`src/rtl/irq_src_pkg.sv`:
```
package irq_src_pkg;
  localparam int SRC_W = 10;
  localparam logic [7:0] PRIO_MASKED = 8'hFF;

  typedef enum logic [2:0] {
    OP_TRIG_MSG = 3'd0,
    OP_TRIG_LVL = 3'd1,
    OP_LOWER    = 3'd2,
    OP_EOI      = 3'd3,
    OP_SCAN     = 3'd4,
    OP_CFG      = 3'd5,
    OP_RSV6     = 3'd6,
    OP_RSV7     = 3'd7
  } op_kind_e;

  typedef enum logic [1:0] {
    ST_IDLE = 2'd0,
    ST_SCAN = 2'd1,
    ST_DLV  = 2'd2,
    ST_WAIT = 2'd3
  } seq_st_e;
endpackage

```
`src/rtl/irq_src_decode.sv`:
```
module irq_src_decode
  import irq_src_pkg::*;
#(
  parameter int N_SRC = 16,
  parameter int BASE  = 16,
  parameter int IDX_W = $clog2(N_SRC)
) (
  input  logic [SRC_W-1:0] src_i,
  output logic             hit_o,
  output logic [IDX_W-1:0] idx_o
);
  localparam logic [SRC_W-1:0] BASE_V = SRC_W'(BASE);
  localparam logic [SRC_W-1:0] CNT_V  = SRC_W'(N_SRC);

  logic [SRC_W-1:0] off;

  assign off   = src_i - BASE_V;
  assign hit_o = (src_i >= BASE_V) && (off < CNT_V);
  assign idx_o = off[IDX_W-1:0];
endmodule

```
`src/rtl/irq_src_table.sv`:
```
module irq_src_table
  import irq_src_pkg::*;
#(
  parameter int N_SRC = 16,
  parameter int SRV_W = 4,
  parameter int IDX_W = $clog2(N_SRC)
) (
  input  logic             clk_i,
  input  logic             rst_ni,
  // request-side writes
  input  logic [IDX_W-1:0] op_idx_i,
  input  logic             cfg_we_i,
  input  logic [SRV_W-1:0] cfg_server_i,
  input  logic [7:0]       cfg_prio_i,
  input  logic             asrt_set_i,
  input  logic             asrt_clr_i,
  input  logic             mp_clr_i,
  // sequence-side writes
  input  logic [IDX_W-1:0] cur_idx_i,
  input  logic             rs_clr_i,
  input  logic             rs_set_i,
  input  logic             mp_set_i,
  // read port
  input  logic [IDX_W-1:0] rd_idx_i,
  output logic [SRV_W-1:0] rd_server_o,
  output logic [7:0]       rd_prio_o,
  output logic             rd_asrt_o,
  output logic             rd_mp_o,
  output logic [N_SRC-1:0] rs_vec_o
);
  logic [SRV_W-1:0] server_q [N_SRC];
  logic [7:0]       prio_q   [N_SRC];
  logic [N_SRC-1:0] asrt_q, mp_q, rs_q;
  logic [N_SRC-1:0] sel_op, sel_cur;

  for (genvar g = 0; g < N_SRC; g++) begin : g_sel
    assign sel_op[g]  = (op_idx_i == IDX_W'(g));
    assign sel_cur[g] = (cur_idx_i == IDX_W'(g));
  end

  always_ff @(posedge clk_i or negedge rst_ni) begin
    if (!rst_ni) begin
      for (int i = 0; i < N_SRC; i++) begin
        server_q[i] <= '0;
        prio_q[i]   <= PRIO_MASKED;
      end
      asrt_q <= '0;
      mp_q   <= '0;
      rs_q   <= '0;
    end else begin
      for (int i = 0; i < N_SRC; i++) begin
        if (cfg_we_i && sel_op[i]) begin
          server_q[i] <= cfg_server_i;
          prio_q[i]   <= cfg_prio_i;
        end
        if (asrt_set_i && sel_op[i])      asrt_q[i] <= 1'b1;
        else if (asrt_clr_i && sel_op[i]) asrt_q[i] <= 1'b0;
        if (mp_set_i && sel_cur[i])       mp_q[i] <= 1'b1;
        else if (mp_clr_i && sel_op[i])   mp_q[i] <= 1'b0;
        if (rs_set_i && sel_cur[i])       rs_q[i] <= 1'b1;
        else if (rs_clr_i && sel_cur[i])  rs_q[i] <= 1'b0;
      end
    end
  end

  assign rd_server_o = server_q[rd_idx_i];
  assign rd_prio_o   = prio_q[rd_idx_i];
  assign rd_asrt_o   = asrt_q[rd_idx_i];
  assign rd_mp_o     = mp_q[rd_idx_i];
  assign rs_vec_o    = rs_q;


  mp_set_chk: assert property (@(posedge clk_i) disable iff (!rst_ni)
    mp_set_i |=> mp_q[$past(cur_idx_i)]);


  rs_clr_chk: assert property (@(posedge clk_i) disable iff (!rst_ni)
    rs_clr_i |=> !rs_q[$past(cur_idx_i)]);
endmodule

```
`src/rtl/irq_src_seq.sv`:
```
module irq_src_seq
  import irq_src_pkg::*;
#(
  parameter int N_SRC   = 16,
  parameter int SRV_W   = 4,
  parameter int IPI_SRC = 2,
  parameter int IDX_W   = $clog2(N_SRC)
) (
  input  logic             clk_i,
  input  logic             rst_ni,
  input  logic             op_valid_i,
  output logic             op_ready_o,
  input  op_kind_e         op_kind_i,
  input  logic [SRC_W-1:0] op_src_i,
  input  logic             op_hit_i,
  input  logic [IDX_W-1:0] op_idx_i,
  input  logic [7:0]       op_prio_i,
  // table
  input  logic [SRV_W-1:0] rd_server_i,
  input  logic [7:0]       rd_prio_i,
  input  logic             rd_mp_i,
  input  logic             rd_asrt_i,
  input  logic [N_SRC-1:0] rs_vec_i,
  output logic [IDX_W-1:0] rd_idx_o,
  output logic [IDX_W-1:0] cur_idx_o,
  output logic             cfg_we_o,
  output logic             asrt_set_o,
  output logic             asrt_clr_o,
  output logic             mp_clr_o,
  output logic             mp_set_o,
  output logic             rs_clr_o,
  output logic             rs_set_o,
  // presenter
  output logic             dlv_valid_o,
  input  logic             dlv_ack_i,
  input  logic             dlv_accept_i,
  input  logic [SRC_W-1:0] dlv_displaced_i,
  input  logic             disp_hit_i,
  input  logic [IDX_W-1:0] disp_idx_i,
  input  logic             nr_flag_i,
  output logic             rmap_set_o,
  output logic [SRV_W-1:0] rmap_server_o,
  output logic             err_o
);
  localparam logic [IDX_W-1:0] LAST  = IDX_W'(N_SRC - 1);
  localparam logic [SRC_W-1:0] IPI_V = SRC_W'(IPI_SRC);

  seq_st_e          state_q, state_d;
  logic [IDX_W-1:0] cur_q, cur_d, scan_q, scan_d;
  logic             in_scan_q, in_scan_d;
  logic             err_q, err_d, rmap_q, rmap_d;
  logic [SRV_W-1:0] rmap_srv_q;
  logic             fin;

  always_comb begin
    state_d    = state_q;
    cur_d      = cur_q;
    scan_d     = scan_q;
    in_scan_d  = in_scan_q;
    err_d      = 1'b0;
    rmap_d     = 1'b0;
    fin        = 1'b0;
    cfg_we_o   = 1'b0;
    asrt_set_o = 1'b0;
    asrt_clr_o = 1'b0;
    mp_clr_o   = 1'b0;
    mp_set_o   = 1'b0;
    rs_clr_o   = 1'b0;
    rs_set_o   = 1'b0;
    unique case (state_q)
      ST_IDLE: begin
        if (op_valid_i) begin
          unique case (op_kind_i)
            OP_TRIG_MSG, OP_TRIG_LVL: begin
              if (!op_hit_i) err_d = 1'b1;
              else begin
                asrt_set_o = (op_kind_i == OP_TRIG_LVL);
                cur_d      = op_idx_i;
                state_d    = ST_DLV;
              end
            end
            OP_LOWER: begin
              if (!op_hit_i) err_d = 1'b1;
              else asrt_clr_o = 1'b1;
            end
            OP_EOI: begin
              if (op_src_i == IPI_V) begin
                // no end-of-interrupt action for the IPI source
              end else if (!op_hit_i) err_d = 1'b1;
              else if (rd_asrt_i) begin
                cur_d   = op_idx_i;
                state_d = ST_DLV;
              end
            end
            OP_SCAN: begin
              scan_d    = '0;
              in_scan_d = 1'b1;
              state_d   = ST_SCAN;
            end
            OP_CFG: begin
              if (!op_hit_i) err_d = 1'b1;
              else begin
                cfg_we_o = 1'b1;
                if (rd_prio_i == PRIO_MASKED && op_prio_i != PRIO_MASKED && rd_mp_i) begin
                  mp_clr_o = 1'b1;
                  cur_d    = op_idx_i;
                  state_d  = ST_DLV;
                end
              end
            end
            default: ;
          endcase
        end
      end
      ST_SCAN: begin
        if (rs_vec_i[scan_q]) begin
          cur_d   = scan_q;
          state_d = ST_DLV;
        end else fin = 1'b1;
      end
      ST_DLV: begin
        rs_clr_o = 1'b1;
        if (rd_prio_i == PRIO_MASKED) begin
          mp_set_o = 1'b1;
          fin      = 1'b1;
        end else state_d = ST_WAIT;
      end
      ST_WAIT: begin
        if (dlv_ack_i) begin
          if (dlv_accept_i) begin
            if (dlv_displaced_i != '0 && dlv_displaced_i != IPI_V) begin
              if (disp_hit_i) begin
                cur_d   = disp_idx_i;
                state_d = ST_DLV;
              end else begin
                err_d = 1'b1;
                fin   = 1'b1;
              end
            end else fin = 1'b1;
          end else begin
            rs_set_o = 1'b1;
            rmap_d   = 1'b1;
            if (!nr_flag_i) state_d = ST_DLV;
            else fin = 1'b1;
          end
        end
      end
      default: state_d = ST_IDLE;
    endcase

    if (fin) begin
      if (in_scan_q) begin
        if (scan_q == LAST) begin
          in_scan_d = 1'b0;
          state_d   = ST_IDLE;
        end else begin
          scan_d  = scan_q + 1'b1;
          state_d = ST_SCAN;
        end
      end else state_d = ST_IDLE;
    end
  end

  always_ff @(posedge clk_i or negedge rst_ni) begin
    if (!rst_ni) begin
      state_q    <= ST_IDLE;
      cur_q      <= '0;
      scan_q     <= '0;
      in_scan_q  <= 1'b0;
      err_q      <= 1'b0;
      rmap_q     <= 1'b0;
      rmap_srv_q <= '0;
    end else begin
      state_q   <= state_d;
      cur_q     <= cur_d;
      scan_q    <= scan_d;
      in_scan_q <= in_scan_d;
      err_q     <= err_d;
      rmap_q    <= rmap_d;
      if (rmap_d) rmap_srv_q <= rd_server_i;
    end
  end

  assign op_ready_o    = (state_q == ST_IDLE);
  assign dlv_valid_o   = (state_q == ST_WAIT);
  assign rd_idx_o      = (state_q == ST_IDLE) ? op_idx_i : cur_q;
  assign cur_idx_o     = cur_q;
  assign err_o         = err_q;
  assign rmap_set_o    = rmap_q;
  assign rmap_server_o = rmap_srv_q;


  dlv_hold_chk: assert property (@(posedge clk_i) disable iff (!rst_ni)
    dlv_valid_o && !dlv_ack_i |=> dlv_valid_o && $stable(cur_q));


  retry_chk: assert property (@(posedge clk_i) disable iff (!rst_ni)
    dlv_valid_o && dlv_ack_i && !dlv_accept_i && !nr_flag_i |=> state_q == ST_DLV && $stable(cur_q));


  busy_chk: assert property (@(posedge clk_i) disable iff (!rst_ni)
    op_valid_i && op_ready_o && op_kind_i == OP_TRIG_MSG && op_hit_i |=> !op_ready_o);


  rmap_chk: assert property (@(posedge clk_i) disable iff (!rst_ni)
    rmap_set_o |-> $past(dlv_valid_o) && !$past(dlv_accept_i));
endmodule

```
`src/rtl/irq_source_bank.sv`:
```
module irq_source_bank
  import irq_src_pkg::*;
#(
  parameter int N_SRC   = 16,
  parameter int SRV_W   = 4,
  parameter int BASE    = 16,
  parameter int IPI_SRC = 2
) (
  input  logic             clk_i,
  input  logic             rst_ni,
  input  logic             op_valid_i,
  output logic             op_ready_o,
  input  logic [2:0]       op_kind_i,
  input  logic [9:0]       op_src_i,
  input  logic [SRV_W-1:0] op_server_i,
  input  logic [7:0]       op_prio_i,
  output logic             dlv_valid_o,
  output logic [9:0]       dlv_src_o,
  output logic [SRV_W-1:0] dlv_server_o,
  output logic [7:0]       dlv_prio_o,
  input  logic             dlv_ack_i,
  input  logic             dlv_accept_i,
  input  logic [9:0]       dlv_displaced_i,
  input  logic             nr_flag_i,
  output logic             rmap_set_o,
  output logic [SRV_W-1:0] rmap_server_o,
  output logic             err_o
);
  localparam int IDX_W = $clog2(N_SRC);

  logic             op_hit, disp_hit;
  logic [IDX_W-1:0] op_idx, disp_idx, rd_idx, cur_idx;
  logic [SRV_W-1:0] rd_server;
  logic [7:0]       rd_prio;
  logic             rd_asrt, rd_mp;
  logic [N_SRC-1:0] rs_vec;
  logic             cfg_we, asrt_set, asrt_clr, mp_clr, mp_set, rs_clr, rs_set;

  irq_src_decode #(.N_SRC(N_SRC), .BASE(BASE), .IDX_W(IDX_W)) u_op_dec (
    .src_i(op_src_i), .hit_o(op_hit), .idx_o(op_idx)
  );

  irq_src_decode #(.N_SRC(N_SRC), .BASE(BASE), .IDX_W(IDX_W)) u_disp_dec (
    .src_i(dlv_displaced_i), .hit_o(disp_hit), .idx_o(disp_idx)
  );

  irq_src_table #(.N_SRC(N_SRC), .SRV_W(SRV_W), .IDX_W(IDX_W)) u_table (
    .clk_i        (clk_i),
    .rst_ni       (rst_ni),
    .op_idx_i     (op_idx),
    .cfg_we_i     (cfg_we),
    .cfg_server_i (op_server_i),
    .cfg_prio_i   (op_prio_i),
    .asrt_set_i   (asrt_set),
    .asrt_clr_i   (asrt_clr),
    .mp_clr_i     (mp_clr),
    .cur_idx_i    (cur_idx),
    .rs_clr_i     (rs_clr),
    .rs_set_i     (rs_set),
    .mp_set_i     (mp_set),
    .rd_idx_i     (rd_idx),
    .rd_server_o  (rd_server),
    .rd_prio_o    (rd_prio),
    .rd_asrt_o    (rd_asrt),
    .rd_mp_o      (rd_mp),
    .rs_vec_o     (rs_vec)
  );

  irq_src_seq #(.N_SRC(N_SRC), .SRV_W(SRV_W), .IPI_SRC(IPI_SRC), .IDX_W(IDX_W)) u_seq (
    .clk_i           (clk_i),
    .rst_ni          (rst_ni),
    .op_valid_i      (op_valid_i),
    .op_ready_o      (op_ready_o),
    .op_kind_i       (op_kind_e'(op_kind_i)),
    .op_src_i        (op_src_i),
    .op_hit_i        (op_hit),
    .op_idx_i        (op_idx),
    .op_prio_i       (op_prio_i),
    .rd_server_i     (rd_server),
    .rd_prio_i       (rd_prio),
    .rd_mp_i         (rd_mp),
    .rd_asrt_i       (rd_asrt),
    .rs_vec_i        (rs_vec),
    .rd_idx_o        (rd_idx),
    .cur_idx_o       (cur_idx),
    .cfg_we_o        (cfg_we),
    .asrt_set_o      (asrt_set),
    .asrt_clr_o      (asrt_clr),
    .mp_clr_o        (mp_clr),
    .mp_set_o        (mp_set),
    .rs_clr_o        (rs_clr),
    .rs_set_o        (rs_set),
    .dlv_valid_o     (dlv_valid_o),
    .dlv_ack_i       (dlv_ack_i),
    .dlv_accept_i    (dlv_accept_i),
    .dlv_displaced_i (dlv_displaced_i),
    .disp_hit_i      (disp_hit),
    .disp_idx_i      (disp_idx),
    .nr_flag_i       (nr_flag_i),
    .rmap_set_o      (rmap_set_o),
    .rmap_server_o   (rmap_server_o),
    .err_o           (err_o)
  );

  assign dlv_src_o    = SRC_W'(BASE) + {{(SRC_W-IDX_W){1'b0}}, cur_idx};
  assign dlv_server_o = rd_server;
  assign dlv_prio_o   = rd_prio;


  masked_no_dlv_chk: assert property (@(posedge clk_i) disable iff (!rst_ni)
    dlv_valid_o |-> dlv_prio_o != PRIO_MASKED);


  err_no_dlv_chk: assert property (@(posedge clk_i) disable iff (!rst_ni)
    err_o |-> !dlv_valid_o);
endmodule

```
`config.mk`:
```
export PLATFORM = sky130hd
export DESIGN_NAME = irq_source_bank
export DESIGN_NICKNAME = d
export VERILOG_FILES = /design/src/rtl/irq_src_pkg.sv /design/src/rtl/irq_src_decode.sv /design/src/rtl/irq_src_table.sv /design/src/rtl/irq_src_seq.sv /design/src/rtl/irq_source_bank.sv
export SDC_FILE = /design/constraint.sdc
export NUM_CORES = 1
export LEC_CHECK = 0
export ABC_AREA = 0
export ABC_CLOCK_PERIOD_IN_PS = 9000
export BUFFER_PORTS_ARGS = -buffer_cell sky130_fd_sc_hd__buf_2
export CAP_MARGIN = 20
export CORE_MARGIN = 10
export CORE_UTILIZATION = 35
export CTS_CLUSTER_DIAMETER = 120
export DETAILED_ROUTE_END_ITERATION = 16
export GPL_TIMING_DRIVEN = 0
export MAX_ROUTING_LAYER = met4
export SYNTH_ARGS = -nofsm -noshare
export SYNTH_HDL_FRONTEND = slang
export SYNTH_SLANG_ARGS = --single-unit
```
`constraint.sdc`:
```
create_clock -name clk_i -period 9 [get_ports clk_i]
set_clock_uncertainty 0.15 [all_clocks]
set_input_delay 2.25 -clock clk_i [delete_from_list [all_inputs] [get_ports clk_i]]
set_output_delay 2.25 -clock clk_i [all_outputs]
set_load 0.02 [all_outputs]
```
# Word level (Yosys, flattened, before mapping)
# Index checks and enable logic that the tools add are counted.
# classes
add_sub_neg,4
order_cmp,7
muxes,191
n_eq_ne,70
n_reduce_logical,175
n_bitwise,1
# ops
operator,count
two-way mux 1 bit,141
logical AND 1 bit,117
nonzero test 2 bit,48
two-way mux 4 bit,21
"equality test 4 bit, second input constant",17
binary-select mux 8 bit (select 4 bit),1
"equality test 4 x 3 -> 1 bit, second input constant",8
two-way mux 2 bit,15
AND reduction 14 bit,2
"inequality test 4 x 2 -> 1 bit, second input constant",6
case mux 4 bit (3 select lines),2
">= comparator 10 x 5 -> 1 bit, second input constant",2
"< comparator 10 x 5 -> 1 bit, second input constant",2
"subtractor 10 x 5 -> 10 bit, second input constant",2
"inequality test 3 x 2 -> 1 bit, second input constant",6
binary-select mux 4 bit (select 4 bit),1
"equality test 4 x 2 -> 1 bit, second input constant",4
two-way mux 8 bit,2
case mux 2 bit (4 select lines),2
binary-select mux 1 bit (select 4 bit),3
"inequality test 4 x 3 -> 1 bit, second input constant",3
"equality test 10 x 2 -> 1 bit, second input constant",1
"< comparator 4 x 5 -> 1 bit, second input constant",2
"inequality test 10 x 2 -> 1 bit, second input constant",1
other kinds (27),39
# word_totals
output_inout_bits,30
elab_cells,535
ff_bits,257

# Longest topological paths before layout
# Gate-level depths: netlist of run 1.
# depth
word_depth,17
mapped_depth,15
depth_no_buf,11

# Hierarchy
# A second synthesis of run 1 with hierarchy kept.
# unflattened
hier_cells,931
hier_area_um2,12678.4
# modules_own_cells
mod,seq_area_each_um2,cells_each,n_inst,area_per_inst_um2
irq_src_table,6165.9,760,1,11148.2
irq_src_seq,425.4,151,1,1377.6
irq_src_decode,0.0,6,2,50.0
irq_source_bank,0.0,8,1,52.6

# Worst setup path after synthesis of run 1
# Ideal clock, no wire load.
# synth_path
path_type,input to output
from,input op_src_i[0]
to,output dlv_server_o[1]
n_path_buf,4
stages,9
setup_slack_ns,2.016
t_required_ns,6.600
t_arrival_ns,4.584
path_cell_list,clkbuf_1 -> mux2i_2 -> clkbuf_1 -> clkbuf_1 -> buf_1 -> nand2_1 -> a311oi_1 -> a21oi_1 -> a21oi_1
# synth_via
elab_chain_cells,6
# synth_rtl
element,line_no,text
from (decl),irq_source_bank.sv:14,"input logic [9:0] op_src_i,"
subtractor 10 x 5 -> 10 bit,irq_src_decode.sv:17,assign off = src_i - BASE_V;
two-way mux 4 bit,irq_src_seq.sv:186,assign rd_idx_o = (state_q == ST_IDLE) ? op_idx_i : cur_q;
NOT 4 -> 5 bit (implied by the code),irq_src_table.sv:66,assign rd_server_o = server_q[rd_idx_i];
binary-select mux 4 bit (select 4 bit),irq_src_table.sv:66,
two-way mux 4 bit (implied by the code) (2 in a row),irq_src_table.sv:66,
to (decl),irq_source_bank.sv:19,"output logic [SRV_W-1:0] dlv_server_o,"
# No other way between the ends. The select of a mux whose other input is x is not followed.

# Final worst setup path of run 1
# Ends and elaborated chain as after synthesis.

==> reports/metrics.cfg, run 1 <==
[outcome]
status = complete, no violations

[routing]
route.vias.total = 8999
wl_per_cell_um = 21.7
wirelength_um = 36300
ant_nets = 0
vias_per_cell = 5.38
drt_first_pass_iters = 5
first_iter_violations = 823
drc = 0

[power]
total_power_mw = 3.72
internal-power_mw = 2.41
seqPwrFrac_pct = 33.7
p_comb_share_pct = 31.7
leakage_nw = 6.43
power_switching_mw = 1.31
swShare_pct = 35.2
clkPwrFrac_pct = 34.6
peakVddDrop_uv = 176
p_per_area_nw_per_um2 = 250

[floorplanning]
core-area_um2 = 35800
dieArea_um2 = 44600
die_x_um = 211
ios = 71
die_y_um = 211
start_util_pct = 35.7
rows = 69

[clocking]
cts_tree = yes
htreeDepth = 1
clockBufferDepth = 3
holdBufCountCts = 0
postCtsSetupRepairBufs = 0
cts-root-buf = clkbuf_16
cts.reportedPaths.clkPinSlew_ns = 0.06
clock_sinks = 257
post_cts_resized = 0
clk_latency_ns = 0.56
cts_buffers = 29

[placed_design]
dpl.hpwl_um = 25200
place_ws_ns = 0.740
numPortBuffers = 64
placedCellCount = 1615
place_congestion = 0.870

[logic_synthesis]
ys.flop_type = dfrtp_1
synth-async-reset-ratio_pct = 100
ys_warn_count = 0
netlist_instances = 1084
ys_ff_latch = 257
seq_area_frac_synth_pct = 51.5
synth.distinct_cells = 58
synth_edf_count = 0
syn_area_um2 = 12800
avgSynthCellArea_um2 = 11.8

[final_layout]
ff_latch_area_um2 = 6590
multi_input_area_um2 = 5800
drive_gt1_share_pct = 40.6
layout.nets = 1233
final_cells = 1672
final_cell_mix = 196 x mux2_2, 129 x dfrtp_1, 128 x dfstp_2
syn_to_final_growth_pct = 16.1
layout_commonest_cell = mux2_2
fillerInstances = 3369

[global_route]
grt_overflow_total = 0
first_global_vias = 9172
grt_max_degree = 120
grt_usage_pct = 16.5
grt_pass1_wl_um = 55900
antenna_found_initial = 2

[sta]
timing.final.hold_violations = 0
worst_pin_slew_ns = 1.14
final.min_clock_period_ns = 8.22
maxSlewHeadroom_pct = 23.5
setup_viol = 0
fin_crit_sh_pct = 91.3
tns_ns = 0
rsz0062_at_grt = no
clock.fmax_ghz = 0.122
fin_ws_ns = 0.783
drv_slew = 0

[setup_path]
crit_path_end_kind = output port
worstPathRequired_ns = 6.60
cp.arrival_ns = 5.82
startpoint = op_src_i[0]
crit_path_start_kind = primary input
reg2reg_slack_ns = 4.45
critPathMaxFanout = 10
critPathKind = in -> out
r2r-start = u_seq.state_q[0]

[min_path]
hp-class = reg -> reg
min-delay-start = u_table.mp_q[8]

[run]
cap_violations = 0

-- power by group through the flow --
stage               Clock, mW  Combinational [mW]  Sequential, mW
global route             1.36                1.26            1.26
detailed placement          0                1.17            1.27
finish                   1.29                1.18            1.25
global placement            0                1.16            1.27
floorplan                   0               0.742            1.28
CTS                      1.31                1.17            1.25
-- sequential cells by signal (all words and copies together) (netlist names), 2 cells and up --
register,count
u_table.rs_vec_o,16
u_table.server_q,64
u_seq.cur_idx_o,4
u_seq.rmap_server_o,4
u_table.prio_q,128
u_seq.state_q,2
u_table.mp_q,16
u_table.asrt_q,16
u_seq.scan_q,4
-- cell families (layout without fill, tap and decap cells) --
kind of cell               Yosys count  after routing  synth area share, %
muxes                              297            297                 25.9
and+or+nand+nor                    263            263                 9.85
buffers and inverters               91            212                 3.31
adders and majority gates            5              5                0.489
xor gates and xnor gates             1              1               0.0685
AOI/OAI and AO/OA                  168            168                 8.87
other                                2              8               0.0587
DFF                                257            257                 51.5
-- worst max-delay path: stages --
cell	delay [ns]
buf_2	0.12
clkbuf_1	0.22
mux2i_2	0.60
clkbuf_1	0.56
clkbuf_1	0.50
buf_1	0.49
nand2_1	0.13
a311oi_1	0.27
a21oi_1	0.12
a21oi_1	0.31
buf_2	0.22
-- cells in the mapped netlist (all sizes together), types with 5 or more instances --
library cell  instances  area share, %
a211oi                5           0.33
a21oi                12           0.47
a22o                 32            2.2
a22oi                 5           0.29
a311oi                8           0.55
a31oi                11           0.54
and3                 19           0.97
buf                  31            1.6
clkbuf               54            1.6
dfrtp               129             25
dfstp               128             26
ha                    5           0.49
inv                   6           0.18
mux2                202             18
mux2i                89            7.0
mux4                  6            1.1
nand2               116            3.4
nand2b               14           0.68
nand3                17           0.66
nand4                 7           0.34
nor2                 43            1.3
nor2b                 9           0.44
nor3                 10           0.39
o21ai                47            1.9
o22ai                34            1.7
or4                  11           0.65
-- metal layers --
metal  wire (um)  vias to the layer above  track usage (%)
li1            -                     4148                -
met3        1950                       48             3.09
met1       16800                     4582             21.7
met4         571                        0             3.47
met2       17000                      221             26.0
met5           0                        -                -
-- worst paths after layout --
kind | to | depth (start not counted)
max | dlv_server_o[1] | 11
min | u_table.mp_q[8] | 1
max reg2reg | u_table.mp_q[12] | 13
min reg2reg | u_table.mp_q[8] | 1
max in group asynchronous | u_table.server_q[54] | 3
min in group asynchronous | u_seq.in_scan_q | 1
-- metrics by stage --
step	utilization [%]	cell area [um2]	hold slack [ns]
floorplan	-	12800	0.309
global placement	38.3	13700	0.328
detailed placement	38.4	13800	0.332
CTS	41.4	14800	0.351
global route	41.5	14900	0.361
finish	41.5	14900	0.351
-- area by class of cell --
| cell class | count | area share, % |
|---|---|---|
| buffer | 85 | 2.70 |
| multi-input combinational | 740 | 39.0 |
| inverter | 6 | 0.152 |
| sequential | 257 | 44.4 |
| timing repair buffer | 68 | 2.78 |
| clock buffer | 39 | 5.68 |
| clock inverter | 14 | 1.40 |
| tap | 461 | 3.88 |
| antenna | 2 | 0.0337 |
Note: power is estimated with default switching activity, not from simulation.
==> run 2: changes to the inputs <==
--- a/config.mk
+++ b/config.mk
@@ -15,6 +15,8 @@
 export DETAILED_ROUTE_END_ITERATION = 16
 export GPL_TIMING_DRIVEN = 0
 export MAX_ROUTING_LAYER = met4
+export PLACE_DENSITY_LB_ADDON = 0.05
+export SKIP_LAST_GASP = 1
 export SYNTH_ARGS = -nofsm -noshare
 export SYNTH_HDL_FRONTEND = slang
 export SYNTH_SLANG_ARGS = --single-unit
==> run 2 against run 1 <==
Via count is 0.43% higher. Power grew 2.3%. Maximum frequency down 4.4%. Setup slack got worse by 0.37 ns. Routed wire length is 11% higher. Register-to-register slack lost 0.06 ns. Global-route usage up 2.3 points. Flip-flop and latch count unchanged. Design area grew 0.17%. Highest routed layer unchanged.
==> reports/metrics.cfg, run 2 (synthesis results as in run 1) <==
[clocking]
clk_latency_ns = 0.58  ; +0.02 ns
clock_sinks = 257  ; unchanged
cts_buffers = 31  ; +6.9%
cts-root-buf = clkbuf_16
htreeDepth = 1  ; unchanged
cts.reportedPaths.clkPinSlew_ns = 0.05  ; about the same
holdBufCountCts = 0  ; unchanged
post_cts_resized = 0  ; unchanged
postCtsSetupRepairBufs = 0  ; unchanged
clockBufferDepth = 3  ; unchanged
cts_tree = yes

[final_layout]
final_cell_area_um2 = 14900  ; +0.17%
top_register = u_table.prio_q
final_cell_mix = 196 x mux2_2, 129 x dfrtp_1, 128 x dfstp_2
layout.nets = 1235  ; +0.16%
fillerInstances = 3448  ; +2.3%
post-route-util_pct = 41.5  ; +0.070 points
largest_register_ffs = 128  ; unchanged
largestRegisters = u_table.prio_q: 128 flops, u_table.server_q: 64 flops
syn_to_final_growth_pct = 16.3
drive_gt1_share_pct = 40.1  ; -0.46 points
layout_commonest_cell = mux2_2

[sta]
fin_ws_ns = 0.409  ; -0.374 ns
maxSlewHeadroom_pct = 26.2  ; +2.7 points
tns_ns = 0  ; unchanged
final.min_clock_period_ns = 8.59  ; +0.374 ns
fin_crit_sh_pct = 95.5  ; +4.2 points
rsz0062_at_grt = no
setup_viol = 0  ; unchanged
timing.final.hold_violations = 0  ; unchanged
worst_pin_slew_ns = 1.11  ; -0.0328 ns
clock.fmax_ghz = 0.116  ; -4.4%
drv_slew = 0  ; unchanged

[floorplanning]
die_x_um = 211  ; unchanged
dieArea_um2 = 44600  ; unchanged
core-area_um2 = 35800  ; unchanged
ios = 71  ; unchanged
start_util_pct = 35.7  ; unchanged
rows = 69  ; unchanged
die_y_um = 211  ; unchanged

[setup_path]
reg2reg_slack_ns = 4.39  ; -0.06 ns
cp.arrival_ns = 6.19  ; +0.37 ns
worstPathRequired_ns = 6.60  ; about the same
critPathKind = in -> out
crit_path_end_kind = output port
critPathMaxFanout = 10  ; unchanged
crit_path_start_kind = primary input

[global_route]
grt_max_degree = 107  ; -11%
grt_usage_pct = 18.8  ; +2.3 points
grt_overflow_total = 0  ; unchanged
antenna_found_initial = 0  ; -2
first_global_vias = 9459  ; +3.1%
grt_pass1_wl_um = 61300  ; +9.7%

[power]
leakage_nw = 6.44  ; +0.19%
total_power_mw = 3.80  ; +2.3%
p_per_area_nw_per_um2 = 256  ; +2.1%
peakVddDrop_uv = 141  ; -20%

[routing]
route.vias.total = 9038  ; +0.43%
drc = 0  ; unchanged
first_iter_violations = 438  ; -47%
vias_per_cell = 5.40  ; +0.25%
ant_nets = 0  ; unchanged
wirelength_um = 40200  ; +11%
drt_first_pass_iters = 5  ; unchanged
wl_per_cell_um = 24.0  ; +11%

[placed_design]
place_congestion = 0.814  ; -6.5%
dpl.hpwl_um = 27600  ; +9.7%
place_ws_ns = 0.345  ; -0.395 ns
placed_area_um2 = 13800  ; +0.14%
numPortBuffers = 64  ; unchanged

[min_path]
hp-class = reg -> reg

[run]
cap_violations = 0  ; unchanged

[outcome]
status = complete, no violations

==> run 2: cell types whose count changed in the layout (fill, tap and decap cells not counted) <==
| cell | change |
|---|---|
| bufinv_16 | -1 |
| buf_4 | +1 |
| clkbuf_8 | -2 |
| clkinv_4 | -1 |
| clkinvlp_4 | -2 |
| clkbuf_16 | +3 |
| clkbuf_1 | +8 |
| buf_6 | +1 |
| clkinv_2 | -3 |
| diode_2 | -1 |
==> run 2: routing by layer <==
layer  up-vias  wire length [um]  global-route usage [%]  share of wire [%]
met2       200             18000                    28.1                 45
met1      4608             19300                    25.4                 48
met5         -                 0                       -                  0
met3        74              1630                    3.07                4.0
met4         0              1270                    6.29                3.2
li1       4156                 -                       -                  -
==> run 2: area by class of cell <==
| type | instances | area (um2) | area share (%) |
|---|---|---|---|
| Sequential cell | 257 | 6590 | 44.3 |
| Inverter | 6 | 22.5 | 0.151 |
| Tap cell | 461 | 577 | 3.88 |
| Clock buffer | 50 | 948 | 6.37 |
| Multi-Input combinational cell | 740 | 5800 | 38.9 |
| Timing Repair Buffer | 68 | 404 | 2.72 |
| Antenna cell | 1 | 2.50 | 0.0168 |
| Buffer | 85 | 402 | 2.70 |
| Clock inverter | 7 | 139 | 0.933 |
==> run 2: per-stage QoR <==
step	hold slack [ns]	std cells
finish	0.346	1675
CTS	0.347	1674
detailed placement	0.331	1617
floorplan	0.309	1088
global route	0.360	1674
global placement	0.330	1613
==> run 2: critical path, stage by stage <==
cell	delay, ns
buf_2	0.12
clkbuf_1	0.23
mux2i_2	0.64
clkbuf_1	0.61
clkbuf_1	0.62
buf_1	0.53
nand2_1	0.11
a311oi_1	0.29
a21oi_1	0.13
a21oi_1	0.38
buf_2	0.24
==> run 2: final timing paths <==
path / from / endpoint / cells past startpoint
setup / recovery: op_src_i[0] / dlv_server_o[1] / 11
hold / removal: u_table.rs_vec_o[12] / u_table.rs_vec_o[12] / 1
setup reg to reg: u_seq.state_q[0] / u_seq.rmap_server_o[1] / 12
hold reg to reg: u_table.rs_vec_o[12] / u_table.rs_vec_o[12] / 1
max in group asynchronous: rst_ni / u_table.server_q[57] / 2
min in group asynchronous: rst_ni / u_seq.scan_q[1] / 1
==> run 2: report_power, final <==
part	leakage (nW)	switching, mW	internal (mW)
Clock	0.533	0.511	0.829
Sequential	3.09	0.0340	1.22
Combinational	2.82	0.821	0.393
